===== src/rtl/tgp_pkg.sv =====
package tgp_pkg;

    // Default geometry of the playback engine.
    localparam int TGP_TONE_W    = 12;   // output lines
    localparam int TGP_LOW_W     = 8;    // lines fed from the first mask byte
    localparam int TGP_DLY_W     = 8;    // wait-code width
    localparam int TGP_REC_BYTES = 4;    // byte slots per record
    localparam int TGP_PTR_W     = 8;    // byte address width of the ring
    localparam int TGP_UNIT      = 20;   // clocks per wait unit
    localparam int TGP_HOLDOFF   = 2048; // clocks before the first record

    // Width of a down-counter that must hold both the hold-off and the
    // longest record spacing.
    function automatic int tgp_cnt_w(input int dly_w, input int unit, input int holdoff);
        int span;
        span = (1 << dly_w) * unit;
        if (holdoff > span) begin
            span = holdoff;
        end
        return $clog2(span + 1);
    endfunction

endpackage


===== src/rtl/tgp_rec_unpack.sv =====
module tgp_rec_unpack
    import tgp_pkg::*;
#(
    parameter int TONE_W    = TGP_TONE_W,
    parameter int LOW_W     = TGP_LOW_W,
    parameter int DLY_W     = TGP_DLY_W,
    parameter int REC_BYTES = TGP_REC_BYTES,
    parameter int UNIT      = TGP_UNIT,
    parameter int CNT_W     = 13
) (
    input  logic [8*REC_BYTES-1:0] rec_i,
    output logic [TONE_W-1:0]      mask_o,
    output logic [CNT_W-1:0]       reload_o
);
    localparam int HI_W    = TONE_W - LOW_W;
    localparam int DLY_LSB = 16;

    logic [DLY_W-1:0] code_w;
    logic             pad_unused;

    assign code_w = rec_i[DLY_LSB +: DLY_W];

    // Mask lanes: the low group from byte 0, the optional high group from byte 1.
    generate
        if (HI_W > 0) begin : g_two_groups
            assign mask_o     = {rec_i[8 +: HI_W], rec_i[0 +: LOW_W]};
            assign pad_unused = ^{rec_i[8*REC_BYTES-1:DLY_LSB+DLY_W], rec_i[15:8+HI_W]};
        end else begin : g_one_group
            assign mask_o     = rec_i[0 +: TONE_W];
            assign pad_unused = ^{rec_i[8*REC_BYTES-1:DLY_LSB+DLY_W], rec_i[15:TONE_W]};
        end
    endgenerate

    // Spacing in clocks: (code + 1) wait units.
    always_comb begin
        reload_o = CNT_W'((32'(code_w) + 32'd1) * 32'(UNIT));
    end

endmodule


===== src/rtl/tgp_interval_timer.sv =====
module tgp_interval_timer
    import tgp_pkg::*;
#(
    parameter int CNT_W   = 13,
    parameter int HOLDOFF = TGP_HOLDOFF
) (
    input  logic             clk,
    input  logic             rst_n,
    input  logic             advance_i,
    input  logic [CNT_W-1:0] reload_i,
    output logic             due_o
);
    typedef struct packed {
        logic [CNT_W-1:0] cnt;
    } tmr_t;

    tmr_t st_q, st_d;

    assign due_o = (st_q.cnt == CNT_W'(1));

    always_comb begin
        st_d = st_q;
        if (due_o) begin
            // Stay due until a record is actually taken.
            if (advance_i) begin
                st_d.cnt = reload_i;
            end
        end else begin
            st_d.cnt = st_q.cnt - CNT_W'(1);
        end
    end

    always_ff @(posedge clk or negedge rst_n) begin
        if (!rst_n) begin
            st_q.cnt <= CNT_W'(HOLDOFF);
        end else begin
            st_q <= st_d;
        end
    end

endmodule


===== src/rtl/tgp_ring_reader.sv =====
module tgp_ring_reader
    import tgp_pkg::*;
#(
    parameter int PTR_W     = TGP_PTR_W,
    parameter int REC_BYTES = TGP_REC_BYTES
) (
    input  logic             clk,
    input  logic             rst_n,
    input  logic             due_i,
    input  logic [PTR_W-1:0] wr_ptr_i,
    output logic [PTR_W-1:0] rd_ptr_o,
    output logic             advance_o,
    output logic             underrun_o
);
    typedef struct packed {
        logic [PTR_W-1:0] ptr;
        logic             starved;
    } rdr_t;

    rdr_t st_q, st_d;
    logic empty_w;

    assign empty_w    = (st_q.ptr == wr_ptr_i);
    assign advance_o  = due_i && !empty_w;
    assign rd_ptr_o   = st_q.ptr;
    assign underrun_o = st_q.starved;

    always_comb begin
        st_d = st_q;
        if (advance_o) begin
            st_d.ptr = st_q.ptr + PTR_W'(REC_BYTES);
        end
        if (due_i && empty_w) begin
            st_d.starved = 1'b1;
        end
    end

    always_ff @(posedge clk or negedge rst_n) begin
        if (!rst_n) begin
            st_q <= '0;
        end else begin
            st_q <= st_d;
        end
    end

endmodule


===== src/rtl/tgp_toggle_bank.sv =====
module tgp_toggle_bank
    import tgp_pkg::*;
#(
    parameter int TONE_W = TGP_TONE_W
) (
    input  logic              clk,
    input  logic              rst_n,
    input  logic              apply_i,
    input  logic [TONE_W-1:0] mask_i,
    output logic [TONE_W-1:0] tone_o
);
    typedef struct packed {
        logic [TONE_W-1:0] tone;
    } bank_t;

    bank_t st_q, st_d;

    assign tone_o = st_q.tone;

    // Per-line flip enable; every line of a record flips on the same edge.
    always_comb begin
        st_d = st_q;
        for (int b = 0; b < TONE_W; b++) begin
            st_d.tone[b] = st_q.tone[b] ^ (apply_i & mask_i[b]);
        end
    end

    always_ff @(posedge clk or negedge rst_n) begin
        if (!rst_n) begin
            st_q <= '0;
        end else begin
            st_q <= st_d;
        end
    end

endmodule


===== src/rtl/toggle_player.sv =====
module toggle_player
    import tgp_pkg::*;
#(
    parameter int TONE_W    = TGP_TONE_W,
    parameter int LOW_W     = TGP_LOW_W,
    parameter int DLY_W     = TGP_DLY_W,
    parameter int REC_BYTES = TGP_REC_BYTES,
    parameter int PTR_W     = TGP_PTR_W,
    parameter int UNIT      = TGP_UNIT,
    parameter int HOLDOFF   = TGP_HOLDOFF
) (
    input  logic                   clk,
    input  logic                   rst_n,
    input  logic [8*REC_BYTES-1:0] rec_i,
    input  logic [PTR_W-1:0]       wr_ptr_i,
    output logic [PTR_W-1:0]       rd_ptr_o,
    output logic [TONE_W-1:0]      tone_o,
    output logic                   underrun_o
);
    localparam int CNT_W = tgp_cnt_w(DLY_W, UNIT, HOLDOFF);

    logic [TONE_W-1:0] mask_w;
    logic [CNT_W-1:0]  reload_w;
    logic              due_w;
    logic              adv_w;

    tgp_rec_unpack #(
        .TONE_W   (TONE_W),
        .LOW_W    (LOW_W),
        .DLY_W    (DLY_W),
        .REC_BYTES(REC_BYTES),
        .UNIT     (UNIT),
        .CNT_W    (CNT_W)
    ) u_unpack (
        .rec_i   (rec_i),
        .mask_o  (mask_w),
        .reload_o(reload_w)
    );

    tgp_interval_timer #(
        .CNT_W  (CNT_W),
        .HOLDOFF(HOLDOFF)
    ) u_timer (
        .clk      (clk),
        .rst_n    (rst_n),
        .advance_i(adv_w),
        .reload_i (reload_w),
        .due_o    (due_w)
    );

    tgp_ring_reader #(
        .PTR_W    (PTR_W),
        .REC_BYTES(REC_BYTES)
    ) u_reader (
        .clk       (clk),
        .rst_n     (rst_n),
        .due_i     (due_w),
        .wr_ptr_i  (wr_ptr_i),
        .rd_ptr_o  (rd_ptr_o),
        .advance_o (adv_w),
        .underrun_o(underrun_o)
    );

    tgp_toggle_bank #(
        .TONE_W(TONE_W)
    ) u_bank (
        .clk    (clk),
        .rst_n  (rst_n),
        .apply_i(adv_w),
        .mask_i (mask_w),
        .tone_o (tone_o)
    );

endmodule


===== config.mk =====
export PLATFORM = sky130hd
export DESIGN_NAME = toggle_player
export DESIGN_NICKNAME = d
export VERILOG_FILES = /design/src/rtl/tgp_pkg.sv /design/src/rtl/tgp_rec_unpack.sv /design/src/rtl/tgp_interval_timer.sv /design/src/rtl/tgp_ring_reader.sv /design/src/rtl/tgp_toggle_bank.sv /design/src/rtl/toggle_player.sv
export SDC_FILE = /design/constraint.sdc
export NUM_CORES = 1
export LEC_CHECK = 0
export BUFFER_PORTS_ARGS = -buffer_cell sky130_fd_sc_hd__buf_2
export CAP_MARGIN = 20
export CORE_ASPECT_RATIO = 0.7
export CORE_MARGIN = 4
export CORE_UTILIZATION = 48
export DETAILED_ROUTE_END_ITERATION = 10
export PLACE_DENSITY_LB_ADDON = 0.3
export SYNTH_ARGS = -nofsm -noshare
export SYNTH_HDL_FRONTEND = slang
export SYNTH_HIERARCHICAL = 1
export SYNTH_SLANG_ARGS = --single-unit

===== constraint.sdc =====
create_clock -name clk -period 2.4 [get_ports clk]
set_input_delay 0.12 -clock clk [delete_from_list [all_inputs] [get_ports clk]]
set_output_delay 0.12 -clock clk [all_outputs]
set_load 0.005 [all_outputs]

==> reports/results.ini, run 1 <==
[power_and_ir_drop]
power.density_nw_per_um2 = 440
power.internal_uw = 907
sw_frac_of_total_pct = 26.1
p_leak_nw = 1.31
switchingPower_uw = 321
seq_power_share_pct = 43.9
p_comb_share_pct = 21.8
max-vdd-ir-drop_mv = 0.244
pwr-share-clk_pct = 34.2

[clock_tree]
clk_latency_ps = 280
htreeDepth = 2
clk_pin_slew_ps = 70
cts_setup_buffers = 0
cts_inserted_buffers = 5
cts_sinks = 32
clock_path_buffers = 2
cts-root-buf = clkbuf_8
tritoncts = built

[sta]
hold_viol = 0
slew_viol_final = 0
finalClockSkew_ps = 5.25
whs_ps = 95.7
min_period_over_period_pct = 99.4
min_period_ps = 2390
slew_headroom_pct = 53.1
final-setup-viol-count = 0
rsz0062_at_grt = yes
tightest_slew_ps = 703
max_freq_mhz = 419
setup_ws_ps = 13.2

[setup_path]
critPathLaunchType = input pin
crit_fanout = 4
worstSetupPathType = input pin to flop
critical_path_arrival_ps = 2590
r2r_end = u_timer/st_q[12]$_DFFE_PN0P_
critPathCaptureType = flop
rrSetupSlack_ps = 180
reg2reg_from = u_timer/st_q[5]$_DFFE_PN0P_
critPathMaxStageDelay_ps = 410
timing.critical_path.cells = buf_2 -> buf_4 -> nand3_1 -> xnor2_1 -> ha_1 -> ha_1 -> fa_1 -> a21oi_1 -> o211ai_1 -> a21oi_1 -> xnor2_1 -> nand3_1 -> o21ai_0
required_ps = 2610
cp_slowest_cell = fa_1
r2r_cells = 9

[die]
rows = 20
dieArea_um2 = 5910
die_h_um = 65.6
initial_core_util_pct = 51.0
ios = 63
core_um2 = 4450
die_w_um = 90.2

[finish]
drive_above_1_share_pct = 34.3
final_nets = 356
antenna_cells = 0
instances_no_fill = 352
syn_to_final_growth_pct = 22.8
fin_util_pct = 62.6
fillers = 367

[placed_design]
dp_hpwl_um = 3470
portBuffers = 48
dp.cells = 343
gp_congestion = 0.824
dp_slack_ps = -225

[detailed_routing]
wl_per_cell_um = 13.0
firstDrtPassIters = 4
wl_um = 4570
drtIter0Drc = 78
drcViolationCount = 0
ant_nets = 0
vias = 1792
viasPerCell = 5.09

[grt]
track_usage_pct = 15.6
grt_pass1_wl_um = 7430
antenna_found_initial = 0
grt_max_degree = 33
grt-ovfl-total = 0
first_global_vias = 1604

[yosys]
synth_edf_count = 0
synth_top_area_share_pct = 34.2
ys_types = 44
synthCells = 234
synth_area_leader_cell = dfrtp_1
syn_avg_cell_area_um2 = 9.70
ys_ff_latch = 32
synth_area_um2 = 2270
synthFlopType = dfrtp_1
yosys-top-cells-area = dfrtp_1, xnor2_1, ha_1
yosysWarnings = 6
yosysSeqAreaShare_pct = 35.3
async_reset_ff_share_pct = 100

[job]
maxCapViolCount = 0

[worst_hold_path]
min_path_type = input pin to flop
min_to = u_bank/tone_o[0]$_DFF_PN0_
whs_path_depth = 3
worstHoldStart = rec_i[0]

[status]
status = finished clean

-- synthesized netlist by cell type, drive strengths merged, types with 2 or more instances --
| cell | n |
|---|---|
| ha | 17 |
| buf | 20 |
| o21ai | 9 |
| dfrtp | 31 |
| nor4 | 2 |
| o211ai | 2 |
| xnor2 | 34 |
| nor3 | 8 |
| nor2b | 2 |
| nand3 | 17 |
| conb | 2 |
| nand2b | 2 |
| or3 | 4 |
| nand4 | 3 |
| xor2 | 8 |
| mux2i | 3 |
| or4 | 3 |
| a21oi | 7 |
| nand2 | 19 |
| a31oi | 2 |
| nor2 | 13 |
| o31ai | 2 |
| inv | 10 |
| a21o | 2 |
| a211oi | 2 |
-- area by class of cell --
| class | count | area (µm²) | area share [%] |
|---|---|---|---|
| well taps | 55 | 68.8 | 2.47 |
| flip-flops and latches | 32 | 802 | 28.8 |
| multi-input cells | 173 | 1340 | 48.0 |
| clock buffers | 6 | 82.6 | 2.96 |
| inverters | 10 | 37.5 | 1.35 |
| repair buffers | 74 | 450 | 16.2 |
| clock inverters | 2 | 10.0 | 0.359 |
-- state kept, by name, indices dropped and copies added (netlist names) --
name / count
u_reader/underrun_o: 1
u_timer/st_q: 13
u_bank/tone_o: 12
u_reader/rd_ptr_o: 6
-- layer usage --
layer / up-vias / wire length, µm / global-route usage, % / part of all wire [%]
li1: 911 / - / - / -
met1: 832 / 2320 / 22.9 / 51
met2: 44 / 1930 / 22.2 / 42
met3: 5 / 300 / 5.15 / 6.6
met4: 0 / 23 / 3.24 / 0.50
met5: - / 0 / 0 / 0
-- stage by stage --
stage                     TNS, ps  instance area (µm²)  power [mW]
after global routing         -142                 2790        1.30
final                           0                 2790        1.23
after global placement       -332                 2630       0.799
after floorplan                 0                 2280       0.702
after CTS                       0                 2730        1.23
after detailed placement     -534                 2630       0.804
-- timing repair --
item                                   in CTS  in global routing
setup endpoints to repair                   0                  4
hold buffers                                1                  0
endpoints found under the hold margin      31                  0
resized for setup                           0                 11
-- power by group through the flow --
stage	Combinational, mW	Sequential [mW]	Clock (mW)
finish	0.268	0.539	0.420
global route	0.299	0.539	0.464
CTS	0.257	0.539	0.432
detailed placement	0.254	0.549	0
global placement	0.250	0.549	0
floorplan	0.152	0.550	0
-- cells by family after synthesis --
| group | count (synthesis) | synth area share, % |
|---|---|---|
| xor+xnor | 42 | 16.2 |
| mux | 4 | 1.98 |
| simple gates | 76 | 18.4 |
| fa+ha+maj | 18 | 10.2 |
| flops | 32 | 35.3 |
| buf+inv | 31 | 8.65 |
| other cells | 2 | 0.331 |
| compound gates | 29 | 8.87 |
-- worst max path at each step --
| stage | start | end | slack (ps) | cells after the start |
|---|---|---|---|---|
| floorplan | u_timer/st_q[10]$_DFFE_PN0P_ | u_timer/st_q[10]$_DFFE_PN0P_ | 70 | 9 |
| global placement | rec_i[16] | u_timer/st_q[11]$_DFFE_PN1P_ | -190 | 13 |
| detailed placement | rec_i[16] | u_timer/st_q[11]$_DFFE_PN1P_ | -220 | 13 |
| CTS | rec_i[16] | u_timer/st_q[11]$_DFFE_PN1P_ | 50 | 13 |
| global route | rec_i[16] | u_timer/st_q[11]$_DFFE_PN1P_ | -100 | 13 |
| finish | rec_i[16] | u_timer/st_q[11]$_DFFE_PN1P_ | 10 | 13 |
-- critical path: cells and delay by family --
kind	cells	cell delay, ps
fa+ha+maj	3	950
buf+inv	2	270
compound gates	4	690
simple gates	2	160
xor+xnor	2	390
-- layout by cell type, fill, tap and decap left out, types with 2 or more instances in the layout --
cell / n
a21o_1: 2
a21oi_1: 7
a31oi_1: 2
buf_2: 48
buf_4: 24
clkbuf_8: 6
clkinv_2: 2
conb_1: 4
dfrtp_1: 31
ha_1: 16
inv_1: 10
mux2i_1: 3
nand2_1: 19
nand2b_1: 2
nand3_1: 15
nand4_1: 2
nor2_1: 11
nor2b_1: 2
nor3_1: 6
nor3_2: 2
o211ai_1: 2
o21ai_0: 7
o31ai_1: 2
or3_1: 4
or4_4: 2
xnor2_1: 33
xor2_1: 6
xor2_2: 2
Power figures use the tool's default switching activity.
==> run 2: changes to the inputs <==
--- a/config.mk
+++ b/config.mk
@@ -9,10 +9,9 @@
 export CAP_MARGIN = 20
 export CORE_ASPECT_RATIO = 0.7
 export CORE_MARGIN = 4
-export CORE_UTILIZATION = 48
+export CORE_UTILIZATION = 47
 export DETAILED_ROUTE_END_ITERATION = 10
 export PLACE_DENSITY_LB_ADDON = 0.3
 export SYNTH_ARGS = -nofsm -noshare
 export SYNTH_HDL_FRONTEND = slang
-export SYNTH_HIERARCHICAL = 1
 export SYNTH_SLANG_ARGS = --single-unit
==> reports/results.ini, run 2 <==
[setup_path]
reg2reg_from = u_timer.st_q[1]$_DFFE_PN0P_
cp_slowest_cell = ha_1
worstSetupPathType = input pin to flop
r2r_end = u_timer.st_q[1]$_DFFE_PN0P_
required_ps = 2570
cp-startpoint = rec_i[16]
critPathMaxStageDelay_ps = 350
r2r_cells = 7
critPathTopFamily = adder cells
crit_fanout = 3
critical_path_arrival_ps = 2450
critPathLaunchType = input pin
timing.critical_path.cells = buf_2 -> ha_2 -> nand3_1 -> xnor2_2 -> ha_1 -> ha_1 -> a211oi_2 -> nor2_1 -> o31ai_1 -> buf_4 -> a311oi_2 -> xnor2_1 -> a21oi_2
critical_path_buf_inv_count = 2
cpMostUsedCell = ha_1
critPathCaptureType = flop
rrSetupSlack_ps = 280

[sta]
finalClockSkew_ps = 5.07
tightest_slew_ps = 700
max_freq_mhz = 439
slew_headroom_pct = 53.4
min_period_over_period_pct = 95.0
min_period_ps = 2280
rsz0062_at_grt = no
hold_viol = 0
setup_tns_ps = 0
slew_viol_final = 0
final-setup-viol-count = 0

[yosys]
synth_area_um2 = 2160
async_reset_ff_share_pct = 100
synthTopCellsByCount = dfrtp_1, xnor2_1, nand2_1, ha_1, a21oi_1
synth_top_area_share_pct = 35.9
ys_ff_latch = 32
synth_area_leader_cell = dfrtp_1
ys_types = 53
syn_avg_cell_area_um2 = 9.86
yosysSeqAreaShare_pct = 37.2
synthCells = 219
synthFlopType = dfrtp_1
synth_most_common_cell = dfrtp_1
yosys-top-cells-area = dfrtp_1, xnor2_1, ha_1
yosysWarnings = 0
synth_edf_count = 0

[worst_hold_path]
min_to = u_bank.tone_o[3]$_DFF_PN0_
whs_path_depth = 3
min_path_type = input pin to flop
worstHoldStart = rec_i[3]

[detailed_routing]
drcViolationCount = 0
ant_nets = 0
drtIter0Drc = 42
firstDrtPassIters = 4
vias = 1809
viasPerCell = 5.20
wl_per_cell_um = 13.1
wl_um = 4560

[finish]
final_common_cell = buf_2
largest_register_ffs = 13
drive_above_1_share_pct = 33.8
final_nets = 350
regMostFlops = u_timer.st_q
most-common-layout-cells = buf_2, dfrtp_1, nand2_1, xnor2_1, buf_4
antenna_cells = 0
instances_no_fill = 348
syn_to_final_growth_pct = 27.4

[power_and_ir_drop]
power.density_nw_per_um2 = 574
p_leak_nw = 1.27
max-vdd-ir-drop_mv = 0.541

[clock_tree]
clock_path_buffers = 2
htreeDepth = 2
cts_sinks = 32
clk_pin_slew_ps = 70
cts_inserted_buffers = 5
clk_latency_ps = 280
cts_setup_buffers = 0
cts-root-buf = clkbuf_8
tritoncts = built

[die]
initial_core_util_pct = 49.3
core_um2 = 4380
die_w_um = 89.0
dieArea_um2 = 5760
die_h_um = 64.7
ios = 63
rows = 20

[grt]
grt_max_degree = 33
first_global_vias = 1644
track_usage_pct = 17.3
antenna_found_initial = 0
grt_pass1_wl_um = 7730
grt-ovfl-total = 0

[job]
maxCapViolCount = 0

[placed_design]
gp_congestion = 0.841
dp.cells = 339
dp_hpwl_um = 3550
portBuffers = 48

[status]
status = finished clean

run 2: worst min-delay path, cell delays in order:
cell     delay [ps]
buf_2            90
nand2_1          60
xnor2_1          50
run 2: timing repair:
action                                  4_1_cts  5_1_grt
endpoints found under the setup margin        0        2
gates resized for setup                       0        4
hold buffers                                  1        0
endpoints found under the hold margin        31        0
run 2: cell type report:
cell class	count	area (µm²)
inverter	6	22.5
tap	55	68.8
multi-input combinational	174	1300
sequential	32	802
timing repair buffer	73	430
fill	362	1630
clock buffer	7	96.3
clock inverter	1	30.0
run 2: worst max-delay path by stage:
stage,endpoint,cells after the start
global placement,u_timer.st_q[12]$_DFFE_PN0P_,13
CTS,u_timer.st_q[12]$_DFFE_PN0P_,13
floorplan,u_timer.st_q[12]$_DFFE_PN0P_,11
detailed placement,u_timer.st_q[12]$_DFFE_PN0P_,13
finish,u_timer.st_q[12]$_DFFE_PN0P_,13
global route,u_timer.st_q[11]$_DFFE_PN1P_,13
run 2: routing by layer:
| layer | GRT usage [%] | wire length (µm) | vias up |
|---|---|---|---|
| li1 | - | - | 915 |
| met1 | 26.5 | 2390 | 852 |
| met2 | 23.5 | 1930 | 36 |
| met3 | 4.57 | 193 | 6 |
| met4 | 5.58 | 51 | 0 |
| met5 | 0 | 0 | - |
run 2: stage by stage:
stage	area (µm²)	worst slack [ps]	hold WS (ps)	power, mW	util [%]
after detailed placement	2600	-185	212	1.01	59.3
after CTS	2730	75.3	74.4	1.59	62.4
after floorplan	2160	167	-176	0.871	-
final	2750	121	78.0	1.58	62.8
after global routing	2750	9.86	81.7	1.68	62.8
after global placement	2600	-159	210	0.998	59.3
run 2: logic make-up (layout without fill, tap and decap cells):
family                     count (synthesis)  count (layout)  synth area share (%)
buffers and inverters                     14              87                  3.54
other                                      1               2                 0.174
xor gates and xnor gates                  33              33                  14.0
DFF                                       32              32                  37.2
and+or+nand+nor                           83              83                  22.3
muxes                                      5               5                  2.61
adders and majority gates                 16              16                  9.62
AOI/OAI and AO/OA                         35              35                  10.6
run 2: power by group:
part	leakage (nW)	internal, mW	switching, mW
registers	0.376	0.601	0.0876
logic	0.824	0.177	0.149
clock network	0.0645	0.366	0.199
total	1.27	1.14	0.436
==> run 3: changes to the inputs <==
--- a/config.mk
+++ b/config.mk
@@ -9,9 +9,10 @@
 export CAP_MARGIN = 20
 export CORE_ASPECT_RATIO = 0.7
 export CORE_MARGIN = 4
-export CORE_UTILIZATION = 47
+export CORE_UTILIZATION = 56
 export DETAILED_ROUTE_END_ITERATION = 10
-export PLACE_DENSITY_LB_ADDON = 0.3
+export PLACE_DENSITY = 0.85
 export SYNTH_ARGS = -nofsm -noshare
 export SYNTH_HDL_FRONTEND = slang
 export SYNTH_SLANG_ARGS = --single-unit
+export TNS_END_PERCENT = 1
==> constraint.sdc (replaced) <==
create_clock -name clk -period 2.8 [get_ports clk]
set_input_delay 0.14 -clock clk [delete_from_list [all_inputs] [get_ports clk]]
set_output_delay 0.14 -clock clk [all_outputs]
set_load 0.005 [all_outputs]
==> reports/results.ini, run 3 (synthesized netlist as in run 2, its figures left out) <==
[power_and_ir_drop]
p_leak_nw = 1.14
power.density_nw_per_um2 = 473
sw_frac_of_total_pct = 30.5
p_comb_share_pct = 20.1
seq_power_share_pct = 49.5
switchingPower_uw = 365
max-vdd-ir-drop_mv = 0.405
pwr-share-clk_pct = 30.4
p_total_mw = 1.20
power.internal_uw = 832

[finish]
drive_above_1_share_pct = 26.9
final_nets = 328
fin_util_pct = 69.7
seq_area_um2 = 802
fillers = 291
regMostFlops = u_timer.st_q
largest_register_ffs = 13
final_common_cell = buf_2
syn_to_final_growth_pct = 17.2
most-common-layout-cells = buf_2, dfrtp_1, xnor2_1
finalInstanceArea_um2 = 2530
antenna_cells = 0
multi_input_area_um2 = 1280

[detailed_routing]
vias = 1767
viasPerCell = 5.50
wl_per_cell_um = 14.2
ant_nets = 0
drtIter0Drc = 95
drcViolationCount = 0
firstDrtPassIters = 4
wl_um = 4550

[grt]
busiest_layer = met2
grt-ovfl-total = 0
antenna_found_initial = 0
met1_usage_pct = 28.7
track_usage_pct = 20.6
grt_max_degree = 33
grt_pass1_wl_um = 7680
use_met2_pct = 32.3
globalRouteMet3Util_pct = 5.57
first_global_vias = 1698

[sta]
setup_tns_ps = 0
min_period_ps = 2430
rsz0062_at_grt = no
hold_viol = 0
slew_viol_final = 0
tightest_slew_ps = 688
slew_headroom_pct = 54.2
whs_ps = 109
min_period_over_period_pct = 87.0
max_freq_mhz = 411
final-setup-viol-count = 0
finalClockSkew_ps = 4.64

[setup_path]
crit_fanout = 7
critPathLaunchType = input pin
rrSetupSlack_ps = 610
critPathCaptureType = flop
required_ps = 2970
worstSetupPathType = input pin to flop
critical_path_arrival_ps = 2600

[die]
die_w_um = 82.2
ios = 63
die_h_um = 59.9
dieArea_um2 = 4930
rows = 18
initial_core_util_pct = 59.5
core_um2 = 3630

[clock_tree]
htreeDepth = 2
postCtsResizedCells = 0
clk_latency_ps = 280
clk_pin_slew_ps = 70
clock_path_buffers = 2
cts_sinks = 32
tritoncts = built
cts_setup_buffers = 0
cts-root-buf = clkbuf_8
cts_inserted_buffers = 5

[placed_design]
postPlaceCellArea_um2 = 2430
dp_hpwl_um = 3510
portBuffers = 48
gp_congestion = 0.785

[job]
maxCapViolCount = 0

[worst_hold_path]
min_path_type = input pin to flop

[status]
status = finished clean

==> run 3: changes by cell type in the layout (fill, tap and decap cells not counted) <==
cell and change:
a211oi_1 +1, a211oi_2 -1, and2_1 +1, and2_2 -1
buf_4 -22, bufinv_16 -1, clkbuf_8 -1, clkinv_2 +2
ha_1 +1, ha_2 -1, xnor2_1 +1, xnor2_2 -1
==> run 3: what timing repair did <==
action                                 4_1_cts  5_1_grt
endpoints found under the hold margin       31        0
setup endpoints to repair                    0        0
hold buffers                                 1        0
==> run 3: path summary, 6_finish.rpt <==
| path | start | endpoint | cells after the start |
|---|---|---|---|
| max in group asynchronous | rst_n | u_bank.tone_o[3]$_DFF_PN0_ | 2 |
| min | rec_i[7] | u_bank.tone_o[7]$_DFF_PN0_ | 3 |
| min in group asynchronous | rst_n | u_timer.st_q[10]$_DFFE_PN0P_ | 2 |
| min reg2reg | u_bank.tone_o[6]$_DFF_PN0_ | u_bank.tone_o[6]$_DFF_PN0_ | 1 |
| max reg2reg | u_timer.st_q[1]$_DFFE_PN0P_ | u_timer.st_q[9]$_DFFE_PN0P_ | 8 |
| max | rec_i[16] | u_timer.st_q[12]$_DFFE_PN0P_ | 12 |
==> run 3: layout make-up <==
type,instances,share of cell area [%]
flip-flops and latches,32,31.7
well taps,50,2.47
inverters,6,0.891
repair buffers,51,10.5
clock buffers,6,3.27
clock inverters,2,0.396
multi-input cells,174,50.8
==> run 3: stage by stage <==
step / setup slack, ps / instances
after CTS: 345 / 321
after floorplan: 547 / 220
after detailed placement: 53.7 / 312
after global routing: 166 / 321
after global placement: 141 / 312
final: 365 / 321
==> run 3: worst max-delay path, stage by stage <==
cell	delay, ps
buf_2	170
ha_1	240
nand3_1	110
xnor2_1	210
ha_1	290
ha_1	320
a211oi_1	220
nor2_1	120
o31ai_1	340
a311oi_2	160
xnor2_1	200
a21oi_2	70
==> run 3: power groups by stage <==
stage	Clock [mW]	Combinational, mW	Sequential (mW)
after floorplan	0	0.166	0.581
after global placement	0	0.227	0.591
after detailed placement	0	0.239	0.596
after CTS	0.368	0.242	0.589
after global routing	0.388	0.273	0.602
final	0.364	0.240	0.593
==> run 3: routing by layer <==
| layer | share of wire (%) | routed length [µm] |
|---|---|---|
| met1 | 48 | 2180 |
| met2 | 46 | 2100 |
| met3 | 5.2 | 237 |
| met4 | 0.62 | 28 |
| met5 | 0 | 0 |
